**src/rtl/i2c_mem_front_pkg.sv**
```systemverilog
package i2c_mem_front_pkg;

  localparam logic [3:0] DEV_CODE = 4'b1010;

  typedef struct packed {
    logic ackReq;
    logic addrLoad;
    logic dataLoad;
    logic dirLoad;
  } frontStrobe_t;

  typedef enum logic [2:0] {
    ST_IDLE,
    ST_CTRL,
    ST_ADDR,
    ST_DATA,
    ST_SKIP
  } frontState_t;

endpackage

```
**src/rtl/i2c_mem_front_dp.sv**
```systemverilog
module i2c_mem_front_dp
  import i2c_mem_front_pkg::*;
#(
  parameter int DATA_W      = 8,
  parameter int SYNC_STAGES = 2
) (
  input  logic              clk,
  input  logic              rstN,
  input  logic              sclIn,
  input  logic              sdaIn,
  input  frontStrobe_t      stb,
  output logic              startEv,
  output logic              stopEv,
  output logic              byteDone,
  output logic [DATA_W-1:0] rxByte,
  output logic              sdaDrvLow,
  output logic              addrValid,
  output logic [DATA_W-1:0] addrByte,
  output logic              dataValid,
  output logic [DATA_W-1:0] dataByte,
  output logic              readSel,
  output logic              stopSeen
);

  localparam int CNT_W = $clog2(DATA_W + 1);
  localparam logic [CNT_W-1:0] LAST_BIT = CNT_W'(DATA_W - 1);
  localparam logic [CNT_W-1:0] ACK_BIT  = CNT_W'(DATA_W);

  logic [SYNC_STAGES-1:0] sclSync, sdaSync;
  logic sclS, sdaS, sclPrev, sdaPrev;
  logic sclRise, sclFall;
  logic [CNT_W-1:0]  bitCnt;
  logic              inAck;
  logic              ackArm;
  logic [DATA_W-2:0] shiftReg;

  // Two-flop (or deeper) input synchronizers
  generate
    if (SYNC_STAGES == 1) begin : g_sync1
      always_ff @(posedge clk or negedge rstN)
        if (!rstN) begin
          sclSync <= '1;
          sdaSync <= '1;
        end else begin
          sclSync <= sclIn;
          sdaSync <= sdaIn;
        end
    end else begin : g_syncN
      always_ff @(posedge clk or negedge rstN)
        if (!rstN) begin
          sclSync <= '1;
          sdaSync <= '1;
        end else begin
          sclSync <= {sclSync[SYNC_STAGES-2:0], sclIn};
          sdaSync <= {sdaSync[SYNC_STAGES-2:0], sdaIn};
        end
    end
  endgenerate

  assign sclS = sclSync[SYNC_STAGES-1];
  assign sdaS = sdaSync[SYNC_STAGES-1];

  always_ff @(posedge clk or negedge rstN)
    if (!rstN) begin
      sclPrev <= 1'b1;
      sdaPrev <= 1'b1;
    end else begin
      sclPrev <= sclS;
      sdaPrev <= sdaS;
    end

  assign startEv  = sclS & sclPrev & sdaPrev & ~sdaS;
  assign stopEv   = sclS & sclPrev & ~sdaPrev & sdaS;
  assign sclRise  = sclS & ~sclPrev;
  assign sclFall  = ~sclS & sclPrev;
  assign byteDone = sclRise & ~inAck & (bitCnt == LAST_BIT);
  assign rxByte   = {shiftReg, sdaS};

  // Bit counter and shifter; count DATA_W marks the acknowledge slot
  always_ff @(posedge clk or negedge rstN)
    if (!rstN) begin
      bitCnt   <= '0;
      inAck    <= 1'b0;
      shiftReg <= '0;
    end else if (startEv || stopEv) begin
      bitCnt <= '0;
      inAck  <= 1'b0;
    end else if (sclRise) begin
      if (bitCnt == ACK_BIT) begin
        inAck <= 1'b1;
      end else begin
        shiftReg <= rxByte[DATA_W-2:0];
        bitCnt   <= bitCnt + 1'b1;
      end
    end else if (sclFall && inAck) begin
      bitCnt <= '0;
      inAck  <= 1'b0;
    end

  // Open-drain acknowledge drive
  always_ff @(posedge clk or negedge rstN)
    if (!rstN) begin
      sdaDrvLow <= 1'b0;
      ackArm    <= 1'b0;
    end else if (startEv || stopEv) begin
      sdaDrvLow <= 1'b0;
      ackArm    <= 1'b0;
    end else begin
      if (stb.ackReq) ackArm <= 1'b1;
      if (sclFall && ackArm && !inAck && bitCnt == ACK_BIT) begin
        sdaDrvLow <= 1'b1;
        ackArm    <= 1'b0;
      end else if (sclFall && inAck) begin
        sdaDrvLow <= 1'b0;
      end
    end

  // Byte hand-off registers
  always_ff @(posedge clk or negedge rstN)
    if (!rstN) begin
      addrValid <= 1'b0;
      dataValid <= 1'b0;
      addrByte  <= '0;
      dataByte  <= '0;
      readSel   <= 1'b0;
      stopSeen  <= 1'b0;
    end else begin
      addrValid <= stb.addrLoad;
      dataValid <= stb.dataLoad;
      stopSeen  <= stopEv;
      if (stb.addrLoad) addrByte <= rxByte;
      if (stb.dataLoad) dataByte <= rxByte;
      if (stb.dirLoad)  readSel  <= rxByte[0];
    end

endmodule

```
**src/rtl/i2c_mem_front_ctrl.sv**
```systemverilog
module i2c_mem_front_ctrl
  import i2c_mem_front_pkg::*;
#(
  parameter int DATA_W = 8,
  parameter int CS_W   = 3
) (
  input  logic              clk,
  input  logic              rstN,
  input  logic              startEv,
  input  logic              stopEv,
  input  logic              byteDone,
  input  logic [DATA_W-1:0] rxByte,
  input  logic [CS_W-1:0]   chipSel,
  input  logic              wrBusy,
  output frontStrobe_t      stb
);

  frontState_t state, nextState;
  logic ctrlMatch;

  assign ctrlMatch = (rxByte[DATA_W-1 -: 4] == DEV_CODE) &&
                     (rxByte[CS_W:1] == chipSel) && !wrBusy;

  always_comb begin
    stb       = '0;
    nextState = state;
    if (startEv) begin
      nextState = ST_CTRL;
    end else if (stopEv) begin
      nextState = ST_IDLE;
    end else if (byteDone) begin
      unique case (state)
        ST_CTRL: begin
          if (ctrlMatch) begin
            stb.ackReq  = 1'b1;
            stb.dirLoad = 1'b1;
            nextState   = rxByte[0] ? ST_SKIP : ST_ADDR;
          end else begin
            nextState = ST_SKIP;
          end
        end
        ST_ADDR: begin
          if (!wrBusy) begin
            stb.ackReq   = 1'b1;
            stb.addrLoad = 1'b1;
            nextState    = ST_DATA;
          end else begin
            nextState = ST_SKIP;
          end
        end
        ST_DATA: begin
          if (!wrBusy) begin
            stb.ackReq   = 1'b1;
            stb.dataLoad = 1'b1;
          end else begin
            nextState = ST_SKIP;
          end
        end
        default: nextState = state;
      endcase
    end
  end

  always_ff @(posedge clk or negedge rstN)
    if (!rstN) state <= ST_IDLE;
    else       state <= nextState;

endmodule

```
**src/rtl/i2c_mem_front.sv**
```systemverilog
module i2c_mem_front
  import i2c_mem_front_pkg::*;
#(
  parameter int DATA_W      = 8,
  parameter int CS_W        = 3,
  parameter int SYNC_STAGES = 2
) (
  input  logic              clk,
  input  logic              rstN,
  input  logic              sclIn,
  input  logic              sdaIn,
  output logic              sdaDrvLow,
  input  logic [CS_W-1:0]   chipSel,
  input  logic              wrBusy,
  output logic              addrValid,
  output logic [DATA_W-1:0] addrByte,
  output logic              dataValid,
  output logic [DATA_W-1:0] dataByte,
  output logic              readSel,
  output logic              stopSeen
);

  frontStrobe_t      stb;
  logic              startEv, stopEv, byteDone;
  logic [DATA_W-1:0] rxByte;

  i2c_mem_front_dp #(.DATA_W(DATA_W), .SYNC_STAGES(SYNC_STAGES)) dp_i (
    .clk(clk), .rstN(rstN), .sclIn(sclIn), .sdaIn(sdaIn), .stb(stb),
    .startEv(startEv), .stopEv(stopEv), .byteDone(byteDone), .rxByte(rxByte),
    .sdaDrvLow(sdaDrvLow), .addrValid(addrValid), .addrByte(addrByte),
    .dataValid(dataValid), .dataByte(dataByte), .readSel(readSel),
    .stopSeen(stopSeen)
  );

  i2c_mem_front_ctrl #(.DATA_W(DATA_W), .CS_W(CS_W)) ctrl_i (
    .clk(clk), .rstN(rstN), .startEv(startEv), .stopEv(stopEv),
    .byteDone(byteDone), .rxByte(rxByte), .chipSel(chipSel),
    .wrBusy(wrBusy), .stb(stb)
  );

endmodule

```
**config.mk**
```make
export PLATFORM = sky130hd
export DESIGN_NAME = i2c_mem_front
export DESIGN_NICKNAME = d
export VERILOG_FILES = /design/src/rtl/i2c_mem_front_pkg.sv /design/src/rtl/i2c_mem_front_dp.sv /design/src/rtl/i2c_mem_front_ctrl.sv /design/src/rtl/i2c_mem_front.sv
export SDC_FILE = /design/constraint.sdc
export NUM_CORES = 1
export LEC_CHECK = 0
export BUFFER_PORTS_ARGS = -buffer_cell sky130_fd_sc_hd__buf_2
export CAP_MARGIN = 25
export CELL_PAD_IN_SITES_DETAIL_PLACEMENT = 1
export CELL_PAD_IN_SITES_GLOBAL_PLACEMENT = 1
export CORE_MARGIN = 3
export CORE_UTILIZATION = 30
export DETAILED_ROUTE_END_ITERATION = 10
export PLACE_DENSITY_LB_ADDON = 0.05
export SYNTH_ARGS = -nofsm -noshare
export SYNTH_HDL_FRONTEND = slang
export SYNTH_HIERARCHICAL = 1
export SYNTH_SLANG_ARGS = --single-unit
export TNS_END_PERCENT = 20
```
**constraint.sdc**
```tcl
create_clock -name clk -period 2.95 [get_ports clk]
set_input_delay 0.885 -clock clk [delete_from_list [all_inputs] [get_ports clk]]
set_output_delay 0.885 -clock clk [all_outputs]
set_load 0.05 [all_outputs]
```
==> results of run 1 <==
[state kept, by name (all words and copies together) (netlist names), 2 cells and up]
name and count:
dp_i/sdaSync 2, dp_i/addrByte 8, dp_i/sclSync 2, dp_i/dataByte 8
ctrl_i/state 3, dp_i/shiftReg 7, dp_i/bitCnt 4
[final cells by class]
type / instances / area, sq um
clock buffer: 8 / 100
fill: 613 / 3510
inverter: 3 / 11.3
multi-input combinational: 86 / 688
sequential: 43 / 1080
tap: 72 / 90.1
timing repair buffer: 31 / 163
[layer usage]
layer,global-route usage,vias up,share of wire
met1,0.160,582,0.48
met2,0.190,22,0.47
met4,0.0307,0,0.011
met5,0,-,0
met3,0.0347,4,0.041
li1,-,555,-
[kinds of logic (layout without fill, tap and decap cells)]
| kind of cell | count (synthesis) | after routing | synth area share |
|---|---|---|---|
| AO/OA/AOI/OAI | 18 | 18 | 0.0752 |
| XOR/XNOR | 5 | 5 | 0.0244 |
| adder cells (fa/ha/maj) | 2 | 2 | 0.0139 |
| buffers and inverters | 6 | 42 | 0.0146 |
| flip-flops | 43 | 43 | 0.603 |
| multiplexers | 25 | 25 | 0.157 |
| AND/OR/NAND/NOR | 36 | 36 | 0.113 |
[metrics by stage]
stage                     instance area [sq um]  utilization
after detailed placement                   2040        0.361
after floorplan                            1800            -
after CTS                                  2140        0.379
after global placement                     2040        0.361
after global routing                       2140        0.379
final                                      2140        0.379
[synth_stat cells, types with 3 or more instances]
library cell   n  area [sq um]
nor3_1         5          25.0
dfrtp_1       37           926
xnor2_1        3          26.3
o21ai_0        4          20.0
mux2_2        25           282
nor2b_1        3          18.8
nand2_1        7          26.3
nor2_1         4          15.0
nand3_1        4          20.0
dfstp_2        6           158
inv_1          3          11.3
[power by group]
group / internal [uW] / switching, uW
Clock: 214 / 193
Sequential: 655 / 81.7
Combinational: 85.3 / 76.0
[critical path, stage by stage, from the launching register on]
cell and delay [ns]:
dfstp_2 0.59, nand2b_1 0.14, nor4_1 0.33, nor2b_1 0.37
nand2_1 0.11, nor3_1 0.20, buf_4 0.22, mux2_2 0.35
[worst min-delay path by stage]
stage                     cells past startpoint                   endpoint  slack [ns]                      start
after floorplan                               0  dp_i/sclSync[1]$_DFF_PN1_        0.35  dp_i/sclSync[0]$_DFF_PN1_
after global placement                        0  dp_i/sdaSync[1]$_DFF_PN1_        0.35  dp_i/sdaSync[0]$_DFF_PN1_
after detailed placement                      0  dp_i/sdaSync[1]$_DFF_PN1_        0.35  dp_i/sdaSync[0]$_DFF_PN1_
after CTS                                     0  dp_i/sdaSync[1]$_DFF_PN1_        0.36  dp_i/sdaSync[0]$_DFF_PN1_
after global routing                          0  dp_i/sdaSync[1]$_DFF_PN1_        0.37  dp_i/sdaSync[0]$_DFF_PN1_
final                                         0  dp_i/sdaSync[1]$_DFF_PN1_        0.36  dp_i/sdaSync[0]$_DFF_PN1_
==> results.sh, run 1 <==
export IMPL_vias_per_cell=4.79
export IMPL_drive_gt1_frac=0.433
export IMPL_ys_flop_type="dfrtp_1"
export IMPL_crit_required_ns=3.12
export IMPL_start_util=0.319
export IMPL_cts_buffers=5
export IMPL_r2r_start="dp_i/sclSync[1]$_DFF_PN1_"
export IMPL_finalCritPeriodShare=0.820
export IMPL_drc=0
export IMPL_io_pins=29
export IMPL_clock_path_buffers=2
export IMPL_dieHeight_microns=83.4
export IMPL_cap_viol_max_count=0
export IMPL_grt_usage=0.119
export IMPL_avgSynthCellArea_sq_um=13.3
export IMPL_hold_slack_ns=0.359
export IMPL_via_count=1163
export IMPL_fin_nets=180
export IMPL_die_area_sq_um=6960
export IMPL_ys_types=36
export IMPL_arrival_ns=2.59
export IMPL_synth_edff_count=0
export IMPL_wl_microns=3900
export IMPL_die_w_microns=83.4
export IMPL_synthArstFlopShare=1.00
export IMPL_yosysSeqAreaShare=0.603
export IMPL_fp_coreArea_sq_um=5640
export IMPL_wire_per_inst_microns=16.0
export IMPL_final_common_cell="dfrtp_1"
export IMPL_critPathLaunchType="flop"
export IMPL_syn_nets=145
export IMPL_postLayoutSetupSlackWorst_ns=0.530
export IMPL_p_leak_uw=0.00105
export IMPL_p_total_uw=1300
export IMPL_cts_max_level=2
export IMPL_critPathLaunch="dp_i/sclSync[1]$_DFF_PN1_"
export IMPL_place_gp_congestion=0.762
export IMPL_clock_skew_final_ns=0.00911
export IMPL_final_setup_viol_count=0
export IMPL_cts_setup_buffers=0
export IMPL_clock_sinks=43
export IMPL_crit_end="dp_i/addrByte[6]$_DFFE_PN0P_"
export IMPL_overflow=0
export IMPL_worstPathMaxFanout=9
export IMPL_ys_ff_latch=43
export IMPL_yosysWarnings=6
export IMPL_cp_end_kind="flop"
export IMPL_clkLatencyLatePin_ns=0.29
export IMPL_drtIter0Drc=34
export IMPL_cts_root_buf="clkbuf_8"
export IMPL_synth_cells=135
export IMPL_cts_hold_buf=0
export IMPL_grt_setup_unrepaired="no"
export IMPL_post_route_min_period_ns=2.42
export IMPL_peakVddDrop_v=0.000231
export IMPL_grt_max_degree=23
export IMPL_port_buffers=28
export IMPL_ant_nets=0
export IMPL_syn_to_final_growth_pct=18.8
export IMPL_timing_setup_tns_ns=0
export IMPL_cts_resized=0
export IMPL_rrSetupSlack_ns=0.53
export IMPL_tightestPinTransition_ns=0.501
export IMPL_final_cell_mix="dfrtp_1 (37), buf_2 (28), mux2_2 (25), clkbuf_8 (7), nand2_1 (7)"
export IMPL_max_freq_mhz=413
export IMPL_r2r_end="dp_i/addrByte[6]$_DFFE_PN0P_"
export IMPL_relSlewSlack=0.666
export IMPL_status="finished, final reports clean"
export IMPL_power_density_nw_per_um2=611
export IMPL_rows=27
export IMPL_hold_class="reg -> reg"
export IMPL_first_pass_iters=4
export IMPL_hold_viol=0
export IMPL_dpl_hpwl_microns=2880
export IMPL_syn_area_sq_um=1800
export IMPL_worstSetupPathType="reg -> reg"
export IMPL_grt_pass1_wl_microns=6600
export IMPL_pre_cts_ws_ns=0.533
export IMPL_grt_pass1_vias=1251
export IMPL_path_clk_slew_ns=0.07
export IMPL_tritoncts="built"
export IMPL_rr_worst_depth=7
export IMPL_antenna_found_initial=0
export IMPL_drv_slew=0
export IMPL_diodes=0
export IMPL_dp_cells=235
export IMPL_final_cells=243
Power figures use the tool's default switching activity.
==> run 2, diff against run 1 <==
--- a/config.mk
+++ b/config.mk
@@ -5,6 +5,7 @@
 export SDC_FILE = /design/constraint.sdc
 export NUM_CORES = 1
 export LEC_CHECK = 0
+export ABC_AREA = 1
 export BUFFER_PORTS_ARGS = -buffer_cell sky130_fd_sc_hd__buf_2
 export CAP_MARGIN = 25
 export CELL_PAD_IN_SITES_DETAIL_PLACEMENT = 1
==> constraint.sdc (replaced) <==
create_clock -name clk -period 2.1 [get_ports clk]
set_input_delay 0.63 -clock clk [delete_from_list [all_inputs] [get_ports clk]]
set_output_delay 0.63 -clock clk [all_outputs]
set_load 0.05 [all_outputs]
==> run 2 against run 1 <==
  * Sequential power grew 23%
  * Die area grew 8.5%
  * Core utilization grew 1.0 points
  * Count of clock-buffer cells in the layout shrank 2
  * Critical endpoint is now dp_i/dataByte[7]$_DFFE_PN0P_
  * Largest power group unchanged
==> results.sh, run 2 <==
export IMPL_power_density_nw_per_um2=742
export IMPL_power_switching_uw=448
export IMPL_ys_flop_type="dfrtp_1"
export IMPL_tritoncts="built"
export IMPL_post_route_min_period_ns=1.94
export IMPL_synth_area_leaders="dfrtp_1 (47%), dfstp_2 (8.0%), nand2_1 (5.9%), nor2_1 (5.9%), a21oi_1 (3.8%)"
export IMPL_ys_ff_latch=43
export IMPL_peakVddDrop_v=0.000319
export IMPL_wire_per_inst_microns=14.2
export IMPL_avgSynthCellArea_sq_um=9.44
export IMPL_timing_setup_tns_ns=0
export IMPL_arrival_ns=2.12
export IMPL_vias_per_cell=4.70
export IMPL_wl_microns=4630
export IMPL_place_gp_congestion=0.864
export IMPL_cts_root_buf="clkbuf_8"
export IMPL_dieHeight_microns=86.9
export IMPL_dp_cells=314
export IMPL_p_int_uw=1320
export IMPL_finalCritPeriodShare=0.922
export IMPL_clkLatencyLatePin_ns=0.30
export IMPL_pwr_share_clk=0.388
export IMPL_synth_cells=208
export IMPL_fp_coreArea_sq_um=6130
export IMPL_cap_viol_max_count=0
export IMPL_yosys_top_cells_count="dfrtp_1 (37), nand2_1 (31), nor2_1 (31)"
export IMPL_ys_types=28
export IMPL_start_util=0.320
export IMPL_path_clk_slew_ns=0.08
export IMPL_overflow=0
export IMPL_rr_worst_depth=9
export IMPL_hold_viol=0
export IMPL_grt_pass1_wl_microns=8030
export IMPL_cp_end_kind="flop"
export IMPL_final_setup_viol_count=0
export IMPL_syn_nets=218
export IMPL_syn_area_sq_um=1960
export IMPL_hold_class="in -> async"
export IMPL_clock_path_buffers=2
export IMPL_hold_slack_ns=0.293
export IMPL_diodes=0
export IMPL_yosysWarnings=6
export IMPL_final_common_cell="dfrtp_1"
export IMPL_p_leak_uw=0.00124
export IMPL_grt_setup_unrepaired="no"
export IMPL_worstSetupPathType="reg -> reg"
export IMPL_antenna_found_initial=0
export IMPL_netlist_area_leader_share=0.472
export IMPL_syn_to_final_growth_pct=21.5
export IMPL_tightestPinTransition_ns=0.547
export IMPL_critPathLaunchType="flop"
export IMPL_synth_most_common_cell="dfrtp_1"
export IMPL_grt_max_degree=24
export IMPL_r2r_start="dp_i/bitCnt[1]$_DFFE_PN0P_"
export IMPL_ant_nets=0
export IMPL_relSlewSlack=0.634
export IMPL_fin_nets=260
export IMPL_die_area_sq_um=7550
export IMPL_r2r_end="dp_i/dataByte[7]$_DFFE_PN0P_"
export IMPL_synth_edff_count=0
export IMPL_rrSetupSlack_ns=0.16
export IMPL_cts_buffers=5
export IMPL_io_pins=29
export IMPL_drtIter0Drc=45
export IMPL_yosysTopAreaCell="dfrtp_1"
export IMPL_port_buffers=28
export IMPL_via_count=1531
export IMPL_dpl_hpwl_microns=3610
export IMPL_dpl_cell_area_sq_um=2220
export IMPL_drv_slew=0
export IMPL_yosysSeqAreaShare=0.552
export IMPL_crit_required_ns=2.28
export IMPL_clock_skew_final_ns=0.00409
export IMPL_grt_pass1_vias=1678
export IMPL_die_w_microns=86.9
export IMPL_clock_sinks=43
export IMPL_swShare=0.253
export IMPL_cts_max_level=2
export IMPL_drive_gt1_frac=0.359
export IMPL_drc=0
export IMPL_first_pass_iters=4
export IMPL_max_freq_mhz=517
export IMPL_top_regs="dp_i/addrByte: 8 flops, dp_i/dataByte: 8 flops, dp_i/shiftReg: 7 flops"
export IMPL_synthArstFlopShare=1.00
export IMPL_final_area_sq_um=2380
export IMPL_seqPwrFrac=0.511
export IMPL_p_comb_frac=0.101
export IMPL_worstPathMaxFanout=7
export IMPL_final_cell_mix="dfrtp_1 (37), nand2_1 (31), nor2_1 (30), buf_2 (28), inv_1 (20)"
export IMPL_status="finished, final reports clean"
export IMPL_rows=28
export IMPL_grt_usage=0.138
export IMPL_final_cells=326
==> run 2: changes by cell type after synthesis, moves of 4 or more <==
cell     delta
inv_1      +17
o21ai_2     +8
a21oi_1    +13
mux2_2     -25
nor2_1     +27
nor3_1      -5
mux2_1      +4
inv_2       +4
nand2_2    +11
nand3_1    +10
nand2_1    +24
==> run 2: layout make-up <==
cell class / count / area, sq um
Fill cell: 718 / 3750
Inverter: 26 / 101
Timing Repair Buffer: 39 / 235
Tap cell: 75 / 93.8
Clock buffer: 6 / 82.6
Clock inverter: 2 / 38.8
Sequential cell: 43 / 1080
Multi-Input combinational cell: 135 / 749
==> run 2: repair_timing <==
| action | in CTS | in global routing |
|---|---|---|
| setup buffers | 0 | 4 |
| resized for setup | 0 | 2 |
| hold buffers | 0 | 0 |
| setup endpoints to repair | 0 | 14 |
==> run 2: stage by stage <==
| stage | utilization | power (uW) | setup WS, ns |
|---|---|---|---|
| final | 0.389 | 1770 | 0.164 |
| after global placement | 0.363 | 1090 | 0.128 |
| after global routing | 0.389 | 1880 | 0.000228 |
| after floorplan | - | 1030 | 0.251 |
| after detailed placement | 0.363 | 1100 | 0.0826 |
| after CTS | 0.383 | 1800 | 0.0638 |
==> run 2: cell families (layout without fill, tap and decap cells) <==
kind of cell / count (synthesis) / count (layout) / synth area share
AO/OA/AOI/OAI: 31 / 31 / 0.106
adder cells (fa/ha/maj): 2 / 2 / 0.0127
buffers and inverters: 30 / 73 / 0.0707
flip-flops: 43 / 43 / 0.552
multiplexers: 4 / 4 / 0.0229
AND/OR/NAND/NOR: 98 / 98 / 0.235
==> run 2: power groups by stage <==
| stage | combinational [uW] | sequential, uW | clock [uW] |
|---|---|---|---|
| 6_report | 179 | 904 | 687 |
| 5_1_grt | 208 | 913 | 754 |
| 4_1_cts | 179 | 905 | 712 |
| 3_5_place_dp | 179 | 921 | 0 |
| 3_3_place_gp | 172 | 921 | 0 |
| 2_1_floorplan | 113 | 916 | 0 |
==> run 2: worst max-delay path by stage <==
stage                                          start                           end  cells after the start
after global placement    dp_i/bitCnt[1]$_DFFE_PN0P_  dp_i/dataByte[5]$_DFFE_PN0P_                      9
after floorplan           dp_i/bitCnt[0]$_DFFE_PN0P_  dp_i/dataByte[1]$_DFFE_PN0P_                     10
after detailed placement  dp_i/bitCnt[1]$_DFFE_PN0P_  dp_i/addrByte[3]$_DFFE_PN0P_                     10
after global routing      dp_i/bitCnt[1]$_DFFE_PN0P_  dp_i/dataByte[5]$_DFFE_PN0P_                      9
after CTS                 dp_i/bitCnt[1]$_DFFE_PN0P_  dp_i/addrByte[3]$_DFFE_PN0P_                     10
final                     dp_i/bitCnt[1]$_DFFE_PN0P_  dp_i/dataByte[7]$_DFFE_PN0P_                      9
==> run 2: critical path, stage by stage, from the launching register on <==
cell and delay, ns:
dfrtp_1 0.41, ha_1 0.19, nand2_1 0.08, nor4_2 0.23, inv_1 0.11, nor2_2 0.15, inv_1 0.07, nor2_1 0.09
buf_4 0.17, mux2_1 0.32
==> run 2: metal layers <==
metal  vias to the layer above  wire [microns]  track usage  part of all wire
met1                       762            2000        0.164              0.43
met5                         -               0            0                 0
met2                        18            2430        0.244              0.53
li1                        745               -            -                 -
met4                         0              52       0.0482             0.011
met3                         6             147       0.0322             0.032
